<file path="src/rtl/keyvault_pkg.sv">
package keyvault_pkg;
    typedef enum logic [1:0] {
        KSZ_128 = 2'd0,
        KSZ_192 = 2'd1,
        KSZ_256 = 2'd2,
        KSZ_ALT = 2'd3
    } ksize_e;

    localparam logic [2:0] RA_SIZE  = 3'd0;
    localparam logic [2:0] RA_FILL  = 3'd1;
    localparam logic [2:0] RA_VALID = 3'd2;
    localparam logic [2:0] RA_FETCH = 3'd3;
    localparam logic [2:0] RA_STAT  = 3'd4;
endpackage

</file>
<file path="src/rtl/kv_mem.sv">
module kv_mem #(
    parameter int AREAS      = 8,
    parameter int AREA_WORDS = 4,
    parameter int WORD_W     = 32,
    localparam int DEPTH     = AREAS * AREA_WORDS,
    localparam int AW        = $clog2(DEPTH)
) (
    input  logic              clk,
    input  logic              rst_n,
    input  logic              wr_en,
    input  logic [AW-1:0]     wr_addr,
    input  logic [WORD_W-1:0] wr_data,
    input  logic [AREAS-1:0]  clr_areas,
    input  logic [AW-1:0]     rd_addr,
    output logic [WORD_W-1:0] rd_data
);
    logic [WORD_W-1:0] mem_q [DEPTH];

    always_ff @(posedge clk or negedge rst_n) begin
        if (!rst_n) begin
            for (int i = 0; i < DEPTH; i++) mem_q[i] <= '0;
        end else begin
            for (int i = 0; i < DEPTH; i++) begin
                if (clr_areas[i / AREA_WORDS])
                    mem_q[i] <= '0;
                else if (wr_en && (wr_addr == AW'(i)))
                    mem_q[i] <= wr_data;
            end
        end
    end

    assign rd_data = mem_q[rd_addr];

    // a cleared area reads zero on the following cycle
    assert_clear_zero_R5: assert property (@(posedge clk) disable iff (!rst_n)
        $past(clr_areas[rd_addr / AREA_WORDS]) && $stable(rd_addr) |-> rd_data == '0);
endmodule

</file>
<file path="src/rtl/kv_fill.sv">
module kv_fill #(
    parameter int AREAS      = 8,
    parameter int AREA_WORDS = 4,
    parameter int WORD_W     = 32,
    localparam int AW        = $clog2(AREAS * AREA_WORDS),
    localparam int IDXW      = $clog2(AREAS),
    localparam int CW        = $clog2(2 * AREA_WORDS + 1)
) (
    input  logic              clk,
    input  logic              rst_n,
    input  logic              start,
    input  logic [IDXW-1:0]   start_base,
    input  logic [CW-1:0]     start_nwords,
    input  logic              abort,
    input  logic              kin_valid,
    input  logic [WORD_W-1:0] kin_data,
    input  logic              kin_last,
    output logic              active,
    output logic              wr_en,
    output logic [AW-1:0]     wr_addr,
    output logic [WORD_W-1:0] wr_data,
    output logic              done,
    output logic              early
);
    typedef struct packed {
        logic            active;
        logic [IDXW-1:0] base;
        logic [CW-1:0]   nwords;
        logic [CW-1:0]   cnt;
    } fill_t;

    fill_t s_d, s_q;

    always_comb begin
        s_d   = s_q;
        wr_en = 1'b0;
        done  = 1'b0;
        early = 1'b0;
        if (abort) begin
            s_d.active = 1'b0;
        end else if (s_q.active) begin
            if (kin_valid) begin
                wr_en   = 1'b1;
                s_d.cnt = s_q.cnt + 1'b1;
                if (s_q.cnt == s_q.nwords - 1'b1) begin
                    done       = 1'b1;
                    s_d.active = 1'b0;
                end else if (kin_last) begin
                    early      = 1'b1;
                    s_d.active = 1'b0;
                end
            end
        end else if (start) begin
            s_d.active = 1'b1;
            s_d.base   = start_base;
            s_d.nwords = start_nwords;
            s_d.cnt    = '0;
        end
    end

    always_ff @(posedge clk or negedge rst_n) begin
        if (!rst_n) s_q <= '0;
        else        s_q <= s_d;
    end

    assign active  = s_q.active;
    assign wr_addr = AW'(s_q.base) * AW'(AREA_WORDS) + AW'(s_q.cnt);
    assign wr_data = kin_data;

    // a fill only ends on a stream word or on an abort
    assert_fill_end_cause_R3: assert property (@(posedge clk) disable iff (!rst_n)
        $fell(s_q.active) |-> $past(kin_valid) || $past(abort));
endmodule

</file>
<file path="src/rtl/kv_fetch.sv">
module kv_fetch #(
    parameter int AREAS      = 8,
    parameter int AREA_WORDS = 4,
    parameter int WORD_W     = 32,
    localparam int AW        = $clog2(AREAS * AREA_WORDS),
    localparam int IDXW      = $clog2(AREAS),
    localparam int CW        = $clog2(2 * AREA_WORDS + 1),
    localparam int KEY_W     = 2 * AREA_WORDS * WORD_W
) (
    input  logic              clk,
    input  logic              rst_n,
    input  logic              start,
    input  logic [IDXW-1:0]   start_base,
    input  logic [CW-1:0]     start_nwords,
    input  logic [WORD_W-1:0] rd_data,
    output logic [AW-1:0]     rd_addr,
    output logic              busy,
    output logic [KEY_W-1:0]  key,
    output logic              load
);
    typedef struct packed {
        logic             busy;
        logic [IDXW-1:0]  base;
        logic [CW-1:0]    nwords;
        logic [CW-1:0]    cnt;
        logic [KEY_W-1:0] key;
        logic             load;
    } fetch_t;

    fetch_t s_d, s_q;

    always_comb begin
        s_d      = s_q;
        s_d.load = 1'b0;
        if (s_q.busy) begin
            s_d.key[int'(s_q.cnt) * WORD_W +: WORD_W] = rd_data;
            s_d.cnt = s_q.cnt + 1'b1;
            if (s_q.cnt == s_q.nwords - 1'b1) begin
                s_d.busy = 1'b0;
                s_d.load = 1'b1;
            end
        end else if (start) begin
            s_d.busy   = 1'b1;
            s_d.base   = start_base;
            s_d.nwords = start_nwords;
            s_d.cnt    = '0;
            s_d.key    = '0;
        end
    end

    always_ff @(posedge clk or negedge rst_n) begin
        if (!rst_n) s_q <= '0;
        else        s_q <= s_d;
    end

    assign rd_addr = AW'(s_q.base) * AW'(AREA_WORDS) + AW'(s_q.cnt);
    assign busy    = s_q.busy;
    assign key     = s_q.key;
    assign load    = s_q.load;

    // the load pulse marks the cycle right after busy drops
    assert_load_after_busy_R6: assert property (@(posedge clk) disable iff (!rst_n)
        s_q.load |-> !s_q.busy && $past(s_q.busy));
    // the key register does not move outside a copy
    assert_key_stable_R6: assert property (@(posedge clk) disable iff (!rst_n)
        !$past(s_q.busy) && !$past(start) |-> $stable(s_q.key));
endmodule

</file>
<file path="src/rtl/keyvault_ctrl.sv">
module keyvault_ctrl
    import keyvault_pkg::*;
#(
    parameter int AREAS      = 8,
    parameter int AREA_WORDS = 4,
    parameter int WORD_W     = 32,
    parameter int BUS_W      = 32
) (
    input  logic                           clk,
    input  logic                           rst_n,
    input  logic                           bus_wr,
    input  logic [2:0]                     bus_addr,
    input  logic [BUS_W-1:0]               bus_wdata,
    output logic [BUS_W-1:0]               bus_rdata,
    input  logic                           kin_valid,
    input  logic [WORD_W-1:0]              kin_data,
    input  logic                           kin_last,
    output logic [2*AREA_WORDS*WORD_W-1:0] key_out,
    output logic                           key_load
);
    localparam int AW   = $clog2(AREAS * AREA_WORDS);
    localparam int IDXW = $clog2(AREAS);
    localparam int CW   = $clog2(2 * AREA_WORDS + 1);

    typedef struct packed {
        logic [1:0]       size;
        logic [AREAS-1:0] valid;
        logic [AREAS-1:0] head;
        logic [AREAS-1:0] fmask;
        logic [AREAS-1:0] fhead;
        logic             wr_err;
        logic             rd_err;
    } regs_t;

    regs_t r_d, r_q;

    logic wr_size, wr_fill, wr_valid, wr_fetch, wr_stat, two_area;
    logic [AREAS-1:0] sel, tmask, wmask, clr_areas;
    logic [IDXW-1:0]  sel_idx, f_idx, f_base, f_next, f_prev;
    logic             fill_ok, fill_start, fill_bad, f_ok, fetch_go, fetch_bad;
    logic [CW-1:0]    fill_nwords, fetch_nwords;
    logic             fill_active, fill_wr, fill_done, fill_early, fetch_busy;
    logic [AW-1:0]    fill_addr, fetch_addr;
    logic [WORD_W-1:0] fill_data, mem_rd;
    logic unused_wdata;

    assign wr_size  = bus_wr && (bus_addr == RA_SIZE);
    assign wr_fill  = bus_wr && (bus_addr == RA_FILL);
    assign wr_valid = bus_wr && (bus_addr == RA_VALID);
    assign wr_fetch = bus_wr && (bus_addr == RA_FETCH);
    assign wr_stat  = bus_wr && (bus_addr == RA_STAT);
    assign two_area = (r_q.size == KSZ_192) || (r_q.size == KSZ_256);
    assign sel      = bus_wdata[AREAS-1:0];
    assign wmask    = bus_wdata[AREAS-1:0];
    assign unused_wdata = ^bus_wdata[BUS_W-1:AREAS];

    always_comb begin
        case (r_q.size)
            KSZ_192: fill_nwords = CW'(3 * AREA_WORDS / 2);
            KSZ_256: fill_nwords = CW'(2 * AREA_WORDS);
            default: fill_nwords = CW'(AREA_WORDS);
        endcase
        fetch_nwords = two_area ? CW'(2 * AREA_WORDS) : CW'(AREA_WORDS);
    end

    // fill select decode
    always_comb begin
        sel_idx = '0;
        for (int i = 0; i < AREAS; i++) if (sel[i]) sel_idx = IDXW'(i);
    end
    assign fill_ok    = $onehot(sel) && !(two_area && sel_idx == IDXW'(AREAS - 1));
    assign fill_start = wr_fill && !fill_active && fill_ok;
    assign fill_bad   = wr_fill && !fill_active && !fill_ok;
    assign tmask      = two_area ? (sel | (sel << 1)) : sel;

    // fetch validity check: a two-area key may be named by either area
    always_comb begin
        f_idx  = bus_wdata[IDXW-1:0];
        f_next = f_idx + 1'b1;
        f_prev = f_idx - 1'b1;
        f_base = f_idx;
        f_ok   = 1'b0;
        if (!two_area) begin
            f_ok = r_q.valid[f_idx];
        end else if (r_q.head[f_idx] && f_idx != IDXW'(AREAS - 1)) begin
            f_ok = r_q.valid[f_idx] && r_q.valid[f_next];
        end else if (f_idx != '0 && r_q.head[f_prev]) begin
            f_base = f_prev;
            f_ok   = r_q.valid[f_prev] && r_q.valid[f_idx];
        end
    end
    assign fetch_go  = wr_fetch && !fetch_busy && f_ok;
    assign fetch_bad = wr_fetch && !fetch_busy && !f_ok;

    assign clr_areas = wr_size ? '1 :
                       ((fill_start ? tmask : '0) | (wr_valid ? wmask : '0));

    always_comb begin
        r_d = r_q;
        if (wr_size) begin
            r_d.size  = bus_wdata[1:0];
            r_d.valid = '0;
            r_d.head  = '0;
        end else begin
            if (fill_start) begin
                r_d.valid = r_d.valid & ~tmask;
                r_d.head  = r_d.head & ~tmask;
                r_d.fmask = tmask;
                r_d.fhead = sel;
            end
            if (fill_done) begin
                r_d.valid = r_d.valid | r_q.fmask;
                r_d.head  = r_d.head | r_q.fhead;
            end
            if (wr_valid) begin
                r_d.valid = r_d.valid & ~wmask;
                r_d.head  = r_d.head & ~wmask;
            end
        end
        if (wr_stat) begin
            r_d.wr_err = r_q.wr_err & ~bus_wdata[0];
            r_d.rd_err = r_q.rd_err & ~bus_wdata[1];
        end
        if (fill_bad || fill_early) r_d.wr_err = 1'b1;
        if (fetch_bad)              r_d.rd_err = 1'b1;
    end

    always_ff @(posedge clk or negedge rst_n) begin
        if (!rst_n) r_q <= '0;
        else        r_q <= r_d;
    end

    always_comb begin
        bus_rdata = '0;
        case (bus_addr)
            RA_SIZE:  bus_rdata[1:0]       = r_q.size;
            RA_FILL:  bus_rdata[0]         = fill_active;
            RA_VALID: bus_rdata[AREAS-1:0] = r_q.valid;
            RA_FETCH: bus_rdata[BUS_W-1]   = fetch_busy;
            RA_STAT:  bus_rdata[1:0]       = {r_q.rd_err, r_q.wr_err};
            default:  bus_rdata            = '0;
        endcase
    end

    kv_fill #(.AREAS(AREAS), .AREA_WORDS(AREA_WORDS), .WORD_W(WORD_W)) u_fill (
        .clk(clk), .rst_n(rst_n), .start(fill_start), .start_base(sel_idx),
        .start_nwords(fill_nwords), .abort(wr_size), .kin_valid(kin_valid),
        .kin_data(kin_data), .kin_last(kin_last), .active(fill_active),
        .wr_en(fill_wr), .wr_addr(fill_addr), .wr_data(fill_data),
        .done(fill_done), .early(fill_early)
    );

    kv_mem #(.AREAS(AREAS), .AREA_WORDS(AREA_WORDS), .WORD_W(WORD_W)) u_mem (
        .clk(clk), .rst_n(rst_n), .wr_en(fill_wr), .wr_addr(fill_addr),
        .wr_data(fill_data), .clr_areas(clr_areas), .rd_addr(fetch_addr),
        .rd_data(mem_rd)
    );

    kv_fetch #(.AREAS(AREAS), .AREA_WORDS(AREA_WORDS), .WORD_W(WORD_W)) u_fetch (
        .clk(clk), .rst_n(rst_n), .start(fetch_go), .start_base(f_base),
        .start_nwords(fetch_nwords), .rd_data(mem_rd), .rd_addr(fetch_addr),
        .busy(fetch_busy), .key(key_out), .load(key_load)
    );

    // valid bits only appear after a completed fill
    assert_valid_from_fill_R3: assert property (@(posedge clk) disable iff (!rst_n)
        (|(r_q.valid & ~$past(r_q.valid))) |-> $past(fill_done));
    // a size write leaves no valid key behind
    assert_size_wipes_R2: assert property (@(posedge clk) disable iff (!rst_n)
        $past(wr_size) |-> r_q.valid == '0);
    // a refused fetch never starts a copy
    assert_rderr_idle_R8: assert property (@(posedge clk) disable iff (!rst_n)
        fetch_bad |=> !fetch_busy && r_q.rd_err);
    // an early stream end sets no valid bit
    assert_early_novalid_R9: assert property (@(posedge clk) disable iff (!rst_n)
        fill_early && !wr_valid && !wr_size |=> r_q.valid == $past(r_q.valid));
endmodule

</file>
<file path="config.mk">
export PLATFORM = sky130hd
export DESIGN_NAME = keyvault_ctrl
export DESIGN_NICKNAME = d
export VERILOG_FILES = /design/src/rtl/keyvault_pkg.sv /design/src/rtl/kv_mem.sv /design/src/rtl/kv_fill.sv /design/src/rtl/kv_fetch.sv /design/src/rtl/keyvault_ctrl.sv
export SDC_FILE = /design/constraint.sdc
export NUM_CORES = 2
export LEC_CHECK = 0
export ABC_AREA = 1
export BUFFER_PORTS_ARGS = -buffer_cell sky130_fd_sc_hd__buf_2
export CAP_MARGIN = 30
export CELL_PAD_IN_SITES_DETAIL_PLACEMENT = 1
export CELL_PAD_IN_SITES_GLOBAL_PLACEMENT = 1
export CORE_AREA = 2 2 387 389
export DETAILED_ROUTE_END_ITERATION = 7
export DIE_AREA = 0 0 389 391
export MAX_ROUTING_LAYER = met4
export PLACE_DENSITY = 0.89
export SETUP_SLACK_MARGIN = 0.3
export SYNTH_ARGS = -nofsm -noshare
export SYNTH_HDL_FRONTEND = slang
export SYNTH_SLANG_ARGS = --single-unit
</file>
<file path="constraint.sdc">
create_clock -name clk -period 3.1 [get_ports clk]
set_clock_uncertainty 0.2 [all_clocks]
set_input_delay 0.62 -clock clk [delete_from_list [all_inputs] [get_ports clk]]
set_output_delay 0.62 -clock clk [all_outputs]
set_load 0.03 [all_outputs]
</file>
==> results of run 1 <==
[synthesized netlist by cell type, drive strengths merged (22+ instances only)]
library cell,n,area share
nand3,1322,0.098
a21oi,24,0.0018
o211ai,33,0.0037
nand4,136,0.013
clkbuf,231,0.013
inv,1124,0.062
ha,22,0.0041
nand2,2586,0.14
nor3,46,0.0050
dfrtp,1337,0.49
nor2,356,0.021
o21ai,1032,0.076
buf,612,0.057
[metal layers]
| layer | global-route usage | GRT overflow |
|---|---|---|
| met4 | 0.724 | 34 |
| met1 | 0.715 | 5 |
| met3 | 0.686 | 27 |
| met2 | 0.865 | 20 |
| met5 | - | - |
[per-stage QoR]
stage	cells	cell area (um^2)	setup TNS, ns	setup WS [ns]	util
4_1_cts	11300	80400	-759.03	-0.820	0.542
3_5_place_dp	11000	74000	-1882.71	-1.89	0.498
2_1_floorplan	8928	68300	-1485.71	-1.45	-
3_3_place_gp	11000	73900	-1798.11	-1.78	0.498
[cell families after synthesis]
| family | count (synthesis) | synth area share |
|---|---|---|
| simple gates | 4466 | 0.283 |
| buf+inv | 1969 | 0.132 |
| flops | 1337 | 0.495 |
| compound gates | 1095 | 0.0825 |
| fa+ha+maj | 28 | 0.00585 |
| xor+xnor | 10 | 0.00168 |
| other cells | 1 | 0.0000554 |
[repair_timing]
action	in CTS
pin swaps	20
hold buffers	12
hold endpoints to repair	557
gates resized for setup	167
buffers inserted	24
setup endpoints to repair	1323
gates cloned	21
==> results.md, run 1 <==
* Tool Error: [ERROR GRT-0232] Routing congestion too high. Check the congestion heatmap in the GUI.
* Status: aborted with a tool error
* Grt total ovfl at 86
* Synth cell types at 41
* Synth Instances at 8906
* Pin count of the biggest net entering global routing at 124
* Sequential-to-total area share from yosys stat at 0.495
* Initial antenna violation count at 89
* Synth warn at 0
* Row cnt at 142
* Predominant post-synthesis flop cell: dfrtp_1
* Average size of a mapped cell at 7.59 um^2
* # IOs at 361
* WEP type: sequential cell input
* Die X-Extent at between 300 and 400 um
* Tot GR Track Use at 0.754
* # H-tree levels at 4
* Clock root buffer: clkbuf_16
* Die Span Y at 391 um
* Async S/R FF share, synth at 1.00
* Number of synthesized flops with an enable pin at 0
* Mapped cell area at around 0.068 mm^2
* Cts bufs inserted at 148
* Worst_ep grt: u_mem.mem_q[558]$_DFFE_PN0P_/D
* Port bufs at approximately 310
* Seq cells post-synth at approximately 1300
* GP Congestion at 0.993
* DP Wirelength at 194000 um
* Clock Sinks at 1337
* Worst-case clock buffer depth at 3
* Initial Utilization at 0.455
* Failing step: global routing (5_1_grt)
==> run 2: changes to the inputs <==
--- a/config.mk
+++ b/config.mk
@@ -8,14 +8,10 @@
 export ABC_AREA = 1
 export BUFFER_PORTS_ARGS = -buffer_cell sky130_fd_sc_hd__buf_2
 export CAP_MARGIN = 30
-export CELL_PAD_IN_SITES_DETAIL_PLACEMENT = 1
-export CELL_PAD_IN_SITES_GLOBAL_PLACEMENT = 1
-export CORE_AREA = 2 2 387 389
+export CORE_AREA = 2 2 415 417
 export DETAILED_ROUTE_END_ITERATION = 7
-export DIE_AREA = 0 0 389 391
-export MAX_ROUTING_LAYER = met4
-export PLACE_DENSITY = 0.89
-export SETUP_SLACK_MARGIN = 0.3
+export DIE_AREA = 0 0 417 419
+export PLACE_DENSITY_LB_ADDON = 0.15
 export SYNTH_ARGS = -nofsm -noshare
 export SYNTH_HDL_FRONTEND = slang
 export SYNTH_SLANG_ARGS = --single-unit
==> results.md, run 2 <==
* GP Congestion at 0.908 (-8.6%)
* Seq cells post-synth at 1337 (unchanged)
* Clk slew on worst S/H paths at roughly 0.06 ns
* FF-to-FF End: u_fetch.key[191]
* Fin area at a little over 0.08 mm^2
* Total leakage power at 40.5 nW
* Pin count of the biggest net entering global routing at 125
* Average size of a mapped cell at 7.59 um^2 (unchanged)
* CP max-delay cell: fa_1
* Combinational fraction of design power at 0.523
* Crit share post-route at 1.27
* Fillers at 16700
* Actual slew at the worst max-slew pin at 1.06 ns
* Multi-input logic area at 0.0265 mm^2
* Final Slew Violations at 0
* PwrDens at 1070 mW/mm^2
* Remaining antenna violation count at 0
* Die X-Extent at 417 um (+7.2%)
* DRC viols at 0
* Type of the worst min-delay path: in2reg
* Worst r2r src: u_fetch.s_q[265]
* Endpoints failing hold at 0
* Number of global-route vias before repair at 59000
* Req. time, crit path at 3.59 ns
* Clock Sinks at 1337 (unchanged)
* FF/Latch Area at 0.0335 mm^2
* Synth cell types at 41 (unchanged)
* Crit-path max FO at 29
* Cts bufs inserted at 156 (+5.4%)
* Port bufs at 313 (unchanged)
* Crit path DAT at 4.41 ns
* Dpl cells at 11200 (+2.4%)
* Rel. slew slack at 0.296
* DP Wirelength at 175000 um (-9.8%)
* RSZ-0062 raised after global routing: yes
* DRT Pass-1 Iters at 8
* Worst-case clock buffer depth at 3 (unchanged)
* Max_cap viols at 0
* Number of synthesized flops with an enable pin at 0 (unchanged)
* Grt total ovfl at 0
* Placement Cell Area at 0.0744 mm^2 (+0.60%)
* # H-tree levels at 4 (unchanged)
* Crit Path Class: in2reg
* CP top delay family: adder cells
* Switching power share of the total at 0.471
* HP Start: bus_addr[0]
* Most flops, register: u_mem.mem_q
* Synth top cells by count: nand2_1, dfrtp_1, nand3_1, inv_1, o21ai_0
* Tot GR Track Use at 0.301
* Switching power at 41.3 mW
* Mapped cell area at 0.0676 mm^2 (unchanged)
* Min Tclk post-route at 3.93 ns
* Worst R2R Setup Slack at -0.29 ns
* Initial Utilization at 0.396 (-0.0589)
* Most common cell after layout, fill and taps aside: nand2_1
* Total core area at 0.171 mm^2
* CP Cell Sequence: buf_8 > inv_4 > fa_1 > fa_1 > fa_1 > inv_1 > ha_2 > inv_2 > fa_1 > o211ai_1 > a21oi_2 > nand3_4 > buf_6 > nor2_4 > nor2_4 > nand2_4 > clkbuf_16 > nand2_1 > o21ai_0
* Clock latency on the worst-skew pair at roughly 0.82 ns
* TritonCTS clock tree: built
* WHS Path Cells at 5
* CP endpoint kind: flip-flop
* Achievable frequency at approximately 250 MHz
* Clock root buffer: clkbuf_16
* Max FFs per register at 1024
* Clock Power Share at 0.213
* Die area at 0.175 mm^2
* Min Hold Slack at 0.0570 ns
* Largest area contributor in the synthesized netlist: dfrtp_1
* Via density at about 5.4
* Final setup vio count at 1286
* FF-to-FF path depth at 11
* Initial antenna violation count at 5
* Share of the synthesized area in the top cell type at 0.495 (unchanged)
* Synth warn at 0 (unchanged)
* Area contributors post-synth: dfrtp_1, nand2_1, nand3_1
* CP max stage delay at 0.55 ns
* WL per Instance at 23.2 um
* Most frequent cells in the layout: nand2_1, dfrtp_1, nand3_1, inv_1, o21ai_1
* Synth Instances at 8906 (unchanged)
* # IOs at 361 (unchanged)
* Failing checks: negative setup slack
* Layout Cells excl Fill at about 12000
* Power Internal at around 46 mW
* Share of cells above drive strength 1 at 0.167
* Overall power at just under 90 mW
* Row cnt at 152 (+7.0%)
* Nets at approximately 9300
* Hold EP: r_q[0]
* Count leader, synth: nand2_1
* Via count at 62200
* Status: complete, but fails checks
* Die Span Y at 419 um (+7.2%)
* Most used cell, CP: fa_1
* Sequential-to-total area share from yosys stat at 0.495 (unchanged)
* Predominant post-synthesis flop cell: dfrtp_1
* CP Launch Type: input port
* Async S/R FF share, synth at 1.00 (unchanged)
* Max IR drop VDD at 0.827 mV
* Area Growth Syn to Fin at 21.3%
* WP buf/inv at 6
* Setup ws final at -0.825 ns
* Starting DRC count in detailed routing at 6898
* First-pass GRT wire length at 393000 um
* Final WL at 269000 um
* Seq pwr share at 0.263
==> run 2: cell counts after synthesis <==
No cell type changed its count.
==> run 2: through the flow <==
step,setup slack (ns),utilization,setup TNS [ns]
finish,-0.825,0.481,-738.26
global placement,-1.95,0.436,-1896.21
CTS,-0.778,0.474,-708.03
detailed placement,-1.92,0.436,-1873.08
floorplan,-1.45,-,-1485.71
global route,-0.986,0.481,-947.03
==> run 2: timing repair <==
item                                    CTS  global route
pin swaps                                20            35
endpoints found under the hold margin   534             0
buffers inserted                         28            16
setup endpoints to repair              1281          1312
gates cloned                             18            21
gates resized for setup                 183           228
hold buffers                             15             0
==> run 2: cell families (layout without fill, tap and decap cells) <==
logic type,after synthesis,in the layout,synth area share
simple gates,4466,4466,0.283
buf+inv,1969,2396,0.132
flops,1337,1337,0.495
compound gates,1095,1095,0.0825
fa+ha+maj,28,28,0.00585
xor+xnor,10,10,0.00168
other cells,1,25,0.0000554
==> run 2: how the worst max path moves through the flow <==
stage | start | to | depth (start not counted)
finish | bus_wdata[0] | u_mem.mem_q[711] | 19
global route | bus_wdata[0] | u_mem.mem_q[729] | 20
CTS | bus_wdata[0] | u_mem.mem_q[733] | 21
detailed placement | bus_wdata[3] | u_mem.mem_q[330] | 20
global placement | bus_wdata[1] | u_mem.mem_q[336] | 20
floorplan | bus_wdata[0] | u_mem.mem_q[427] | 21
==> run 2: metal layers <==
metal | vias to the layer above | wire (um) | track usage
met5 | - | 20 | 0
met4 | 2 | 17600 | 0.171
met3 | 607 | 20100 | 0.0516
met2 | 2629 | 119000 | 0.459
met1 | 30400 | 112000 | 0.405
li1 | 28600 | - | -
==> run 2: power by group through the flow <==
| stage | clock [mW] | sequential [mW] | combinational, mW |
|---|---|---|---|
| finish | 18.7 | 23.1 | 45.9 |
| global route | 19.7 | 23.4 | 48.4 |
| CTS | 19.0 | 23.0 | 45.0 |
| floorplan | 0 | 22.6 | 24.5 |
| global placement | 0 | 23.2 | 44.3 |
| detailed placement | 0 | 23.3 | 44.6 |
==> run 2: layout make-up <==
type / instances / share of cell area
repair inverters: 1 / 0.0000458
flip-flops and latches: 1337 / 0.408
inverters: 1126 / 0.0528
clock buffers: 228 / 0.0549
well taps: 2233 / 0.0341
multi-input cells: 5622 / 0.323
diodes: 2 / 0.0000610
repair buffers: 994 / 0.120
clock inverters: 47 / 0.00725
==> run 2: worst register-to-register path: stages, from the launching register on <==
cell,delay (ns)
dfrtp_1,0.42
ha_4,0.17
fa_4,0.83
buf_4,0.35
buf_12,0.23
nand3_1,0.08
nand3_1,0.27
nand2_1,0.18
nor2_1,0.14
buf_4,0.22
nand4_1,0.12
nand2_1,0.12
No activity file was read; power rests on OpenSTA's default activity.
